**config.mk**
```make
export PLATFORM = sky130hd
export DESIGN_NAME = npc_unit
export DESIGN_NICKNAME = d
export VERILOG_FILES = /design/src/rtl/npc_pkg.sv /design/src/rtl/npc_ctrl.sv /design/src/rtl/npc_datapath.sv /design/src/rtl/npc_unit.sv
export SDC_FILE = /design/constraint.sdc
export NUM_CORES = 1
export LEC_CHECK = 0
export CORE_MARGIN = 2
export CORE_UTILIZATION = 52
export CTS_BUF_LIST = sky130_fd_sc_hd__clkbuf_2 sky130_fd_sc_hd__clkbuf_4 sky130_fd_sc_hd__clkbuf_8
export CTS_CLUSTER_DIAMETER = 200
export DETAILED_ROUTE_END_ITERATION = 10
export DONT_BUFFER_PORTS = 1
export PLACE_DENSITY = 0.78
export SETUP_SLACK_MARGIN = 0.4
export SLEW_MARGIN = 0
export SYNTH_ARGS = -nofsm -noshare
export SYNTH_HDL_FRONTEND = slang
export SYNTH_SLANG_ARGS = --single-unit
```
**constraint.sdc**
```tcl
create_clock -name clk -period 3.3 [get_ports clk]
set_clock_uncertainty 0.2 [all_clocks]
set_input_delay 0.165 -clock clk [delete_from_list [all_inputs] [get_ports clk]]
set_output_delay 0.165 -clock clk [all_outputs]
set_load 0.01 [all_outputs]
```
**src/rtl/npc_pkg.sv**
```systemverilog
package npc_pkg;

  typedef struct packed {
    logic useJump;
    logic useBranch;
  } pcSel_t;

endpackage

```
**src/rtl/npc_ctrl.sv**
```systemverilog
module npc_ctrl
  import npc_pkg::*;
(
  input  logic   branchEq,
  input  logic   branchNe,
  input  logic   jump,
  input  logic   aluZero,
  output pcSel_t sel
);

  logic eqTaken;
  logic neTaken;

  always_comb begin
    eqTaken       = branchEq & aluZero;
    neTaken       = branchNe & ~aluZero;
    sel.useJump   = jump;
    sel.useBranch = ~jump & (eqTaken | neTaken);
  end

endmodule

```
**src/rtl/npc_datapath.sv**
```systemverilog
module npc_datapath
  import npc_pkg::*;
#(
  parameter int ADDR_W = 32,
  parameter int DISP_W = 16,
  parameter int IDX_W  = 26
) (
  input  logic              clk,
  input  logic              rst,
  input  pcSel_t            sel,
  input  logic [DISP_W-1:0] brDisp,
  input  logic [IDX_W-1:0]  jmpIdx,
  output logic [ADDR_W-1:0] pc
);

  localparam int EXT_W = ADDR_W - DISP_W - 2;
  localparam int HI_W  = ADDR_W - IDX_W - 2;
  localparam logic [ADDR_W-1:0] STEP = ADDR_W'(4);

  logic [ADDR_W-1:0] pcQ;
  logic [ADDR_W-1:0] pcPlus4;
  logic [ADDR_W-1:0] dispBytes;
  logic [ADDR_W-1:0] brTarget;
  logic [ADDR_W-1:0] jmpTarget;
  logic [ADDR_W-1:0] pcNext;

  always_comb begin
    pcPlus4   = pcQ + STEP;
    dispBytes = {{EXT_W{brDisp[DISP_W-1]}}, brDisp, 2'b00};
    brTarget  = pcPlus4 + dispBytes;
    jmpTarget = {pcQ[ADDR_W-1 -: HI_W], jmpIdx, 2'b00};
    if (sel.useJump)        pcNext = jmpTarget;
    else if (sel.useBranch) pcNext = brTarget;
    else                    pcNext = pcPlus4;
  end

  always_ff @(posedge clk) begin
    if (rst) pcQ <= '0;
    else     pcQ <= pcNext;
  end

  assign pc = pcQ;

endmodule

```
**src/rtl/npc_unit.sv**
```systemverilog
module npc_unit
  import npc_pkg::*;
#(
  parameter int ADDR_W = 32,
  parameter int DISP_W = 16,
  parameter int IDX_W  = 26
) (
  input  logic              clk,
  input  logic              rst,
  input  logic              branchEq,
  input  logic              branchNe,
  input  logic              jump,
  input  logic              aluZero,
  input  logic [DISP_W-1:0] brDisp,
  input  logic [IDX_W-1:0]  jmpIdx,
  output logic [ADDR_W-1:0] pc
);

  pcSel_t sel;

  npc_ctrl i_ctrl (
    .branchEq (branchEq),
    .branchNe (branchNe),
    .jump     (jump),
    .aluZero  (aluZero),
    .sel      (sel)
  );

  npc_datapath #(
    .ADDR_W (ADDR_W),
    .DISP_W (DISP_W),
    .IDX_W  (IDX_W)
  ) i_dp (
    .clk    (clk),
    .rst    (rst),
    .sel    (sel),
    .brDisp (brDisp),
    .jmpIdx (jmpIdx),
    .pc     (pc)
  );

endmodule

```
==> metrics <==
synth warn=0; CTS tree=done; CTS buffer count=5; Tightest Pin Transition=850 ps; P&R area growth vs syn=48.1%; vias in the first global route=4422; H-tree depth=2; Finish-stage setup viols=16; failing checks=setup timing; RSZ-0062 raised after global routing=yes; register bit total from synthesis=30; arrival time worst endpoint=3590 ps; most frequent cells in the layout=buf_4 (90), nand2_1 (37), a21oi_1 (32); Final Util=80.8%; part of the Yosys area used for sequential elements=17.1%; gr usage total=36.2%; fmax=278 MHz; clock sinks=30; CTS Buffer Depth=2; Max-slew headroom=43.2%; Layout fillers=364; # rows=29; drt total wl=16500 um; die width=86.1 um; pwr dens=355 nW/um^2; overall power=1840 uW; Slew Viols, Final=0; Seq. cell area=621 sq um; PnR worst setup slack=-291 ps; asr flop ratio synth=0%; Core Box Area=6420 sq um; Hold WS=27.7 ps; CP Max Fanout=5; IO Port Bufs=0; vias per cell=7.43; Final Cycle Share=109%; diodes inserted=0; Critical Path End Type=flip-flop; die area=7410 sq um; DR WL/cell=25.9 um; first-pass GRT wire length=21100 um; setup tns final=-2690 ps; outcome=complete, but fails checks; Setup CP Type=flip-flop to flip-flop; via total after detailed routing=4731; max FFs per register=30; ANT nets after route=0; crit path time final=3590 ps; initial drt markers=674; Initial DRT Pass Iterations=5; clock insertion delay at the later pin of the skew report=310 ps; cells after synthesis=450; Post-layout nets=642; max_cap viols=0; grt ovf=0; Worst Setup Start Kind=flip-flop; Cell variety after synth=70; syn avg cell area=7.79 sq um; CP required=3300 ps; worst vdd ir=257 uV; Multi-input gate area=3320 sq um; Post-synth EDFFs=0; Hold Fails Final Rpt=0; Chip Height=86.1 um; ratio of cells with drive above 1 in the final layout=38.9%; clock slew at reported path FFs=90 ps; Leak=0.00219 uW; hpwl dp=8420 um; initial antenna violation count=0; Root Buffer=clkbuf_8; pin count of the biggest net entering global routing=29; gpl congestion=0.943; most common cell after layout, fill and taps aside=buf_4; Starting Density=54.5%; I/O pin count=80; mapped cell area=3500 sq um; Synth Flop Type=dfxtp_1; Hold Crit Class=input pin to flip-flop; DRC Markers=0
[layer usage]
layer / up-vias / global-route usage [%] / part of all wire (%)
met2: 494 / 62.1 / 45
li1: 1875 / - / -
met4: 0 / 25.5 / 9.1
met3: 184 / 8.37 / 13
met5: - / 0 / 0
met1: 2178 / 38.9 / 33
[metrics by stage]
step	setup WS, ps	area (sq um)	instances
5_1_grt	-347	5190	637
4_1_cts	6.61	4780	617
6_report	-291	5190	637
2_1_floorplan	133	3630	451
3_5_place_dp	-146	4060	564
3_3_place_gp	6.66	4060	564
[area by class of cell]
cell class,count,area share (%)
clock buffers,6,1.59
clock inverters,2,0.241
inverters,15,1.08
multi-input cells,385,64.0
flip-flops and latches,30,12.0
well taps,77,1.86
repair buffers,122,19.3
[report_power, final]
| group | internal [uW] | switching, uW |
|---|---|---|
| registers | 401 | 49.0 |
| clock network | 168 | 190 |
| logic | 461 | 575 |
| total | 1030 | 814 |
[worst paths after layout]
check,from,endpoint,slack [ps],depth (start not counted)
max reg2reg,i_dp.pc[3],i_dp.pc[29],-290,14
min reg2reg,i_dp.pc[28],i_dp.pc[28],540,2
max,i_dp.pc[3],i_dp.pc[29],-290,14
min,brDisp[15],i_dp.pc[21],30,3
[cell families after synthesis]
family          count (synthesis)  share of synthesized area (%)
compound gates                140                           28.7
simple gates                  156                           23.6
buf+inv                        36                           4.32
flops                          30                           17.1
xor+xnor                       49                           12.5
other cells                     1                          0.107
mux                             3                          0.929
fa+ha+maj                      35                           12.7
[critical path, cell delays in order (launching register included)]
cell and delay, ps:
dfxtp_4 400, ha_4 150, and3_4 200, and3_4 210
nand3_4 150, nor2_4 190, xor2_4 230, ha_4 200
nand4_1 220, nor2_2 240, nand2_2 110, a211oi_4 380
o21ai_2 120, nand4_1 140, or3b_1 350
[Yosys cell counts (2+ instances only)]
library cell | instances | area, sq um
a41oi_1 | 2 | 17.5
o22ai_1 | 4 | 25.0
nand3_2 | 3 | 30.0
xor2_1 | 25 | 219
a22oi_1 | 3 | 22.5
and3_1 | 6 | 37.5
o221a_2 | 2 | 22.5
ha_1 | 34 | 425
o21a_1 | 7 | 52.6
buf_4 | 3 | 22.5
o221ai_1 | 10 | 87.6
o211a_1 | 2 | 20.0
a211oi_2 | 2 | 25.0
a21oi_1 | 44 | 220
and4_1 | 5 | 43.8
nor3_1 | 13 | 65.1
o21bai_1 | 7 | 52.6
nand3_1 | 17 | 85.1
nor3b_1 | 2 | 15.0
a221oi_1 | 4 | 35.0
nor2_1 | 35 | 131
o21ai_0 | 15 | 75.1
or2_2 | 2 | 12.5
o21ai_1 | 2 | 10.0
clkbuf_1 | 14 | 52.6
buf_2 | 4 | 20.0
nand2_1 | 42 | 158
a21o_1 | 5 | 37.5
nand4_1 | 9 | 56.3
dfxtp_1 | 30 | 601
o211ai_1 | 7 | 52.6
inv_1 | 14 | 52.6
and2_1 | 7 | 43.8
nor4_1 | 2 | 12.5
o31a_1 | 2 | 17.5
a211oi_1 | 7 | 52.6
xnor2_1 | 23 | 201
a31oi_1 | 3 | 18.8
[what timing repair did]
item | in CTS | in global routing
resized for setup | 42 | 44
hold buffers | 17 | 11
buffers inserted | 28 | 10
cloned | 0 | 0
pin swaps | 45 | 31
hold endpoints to repair | 26 | 11
endpoints found under the setup margin | 21 | 23
(Power assumes the default switching activity.)
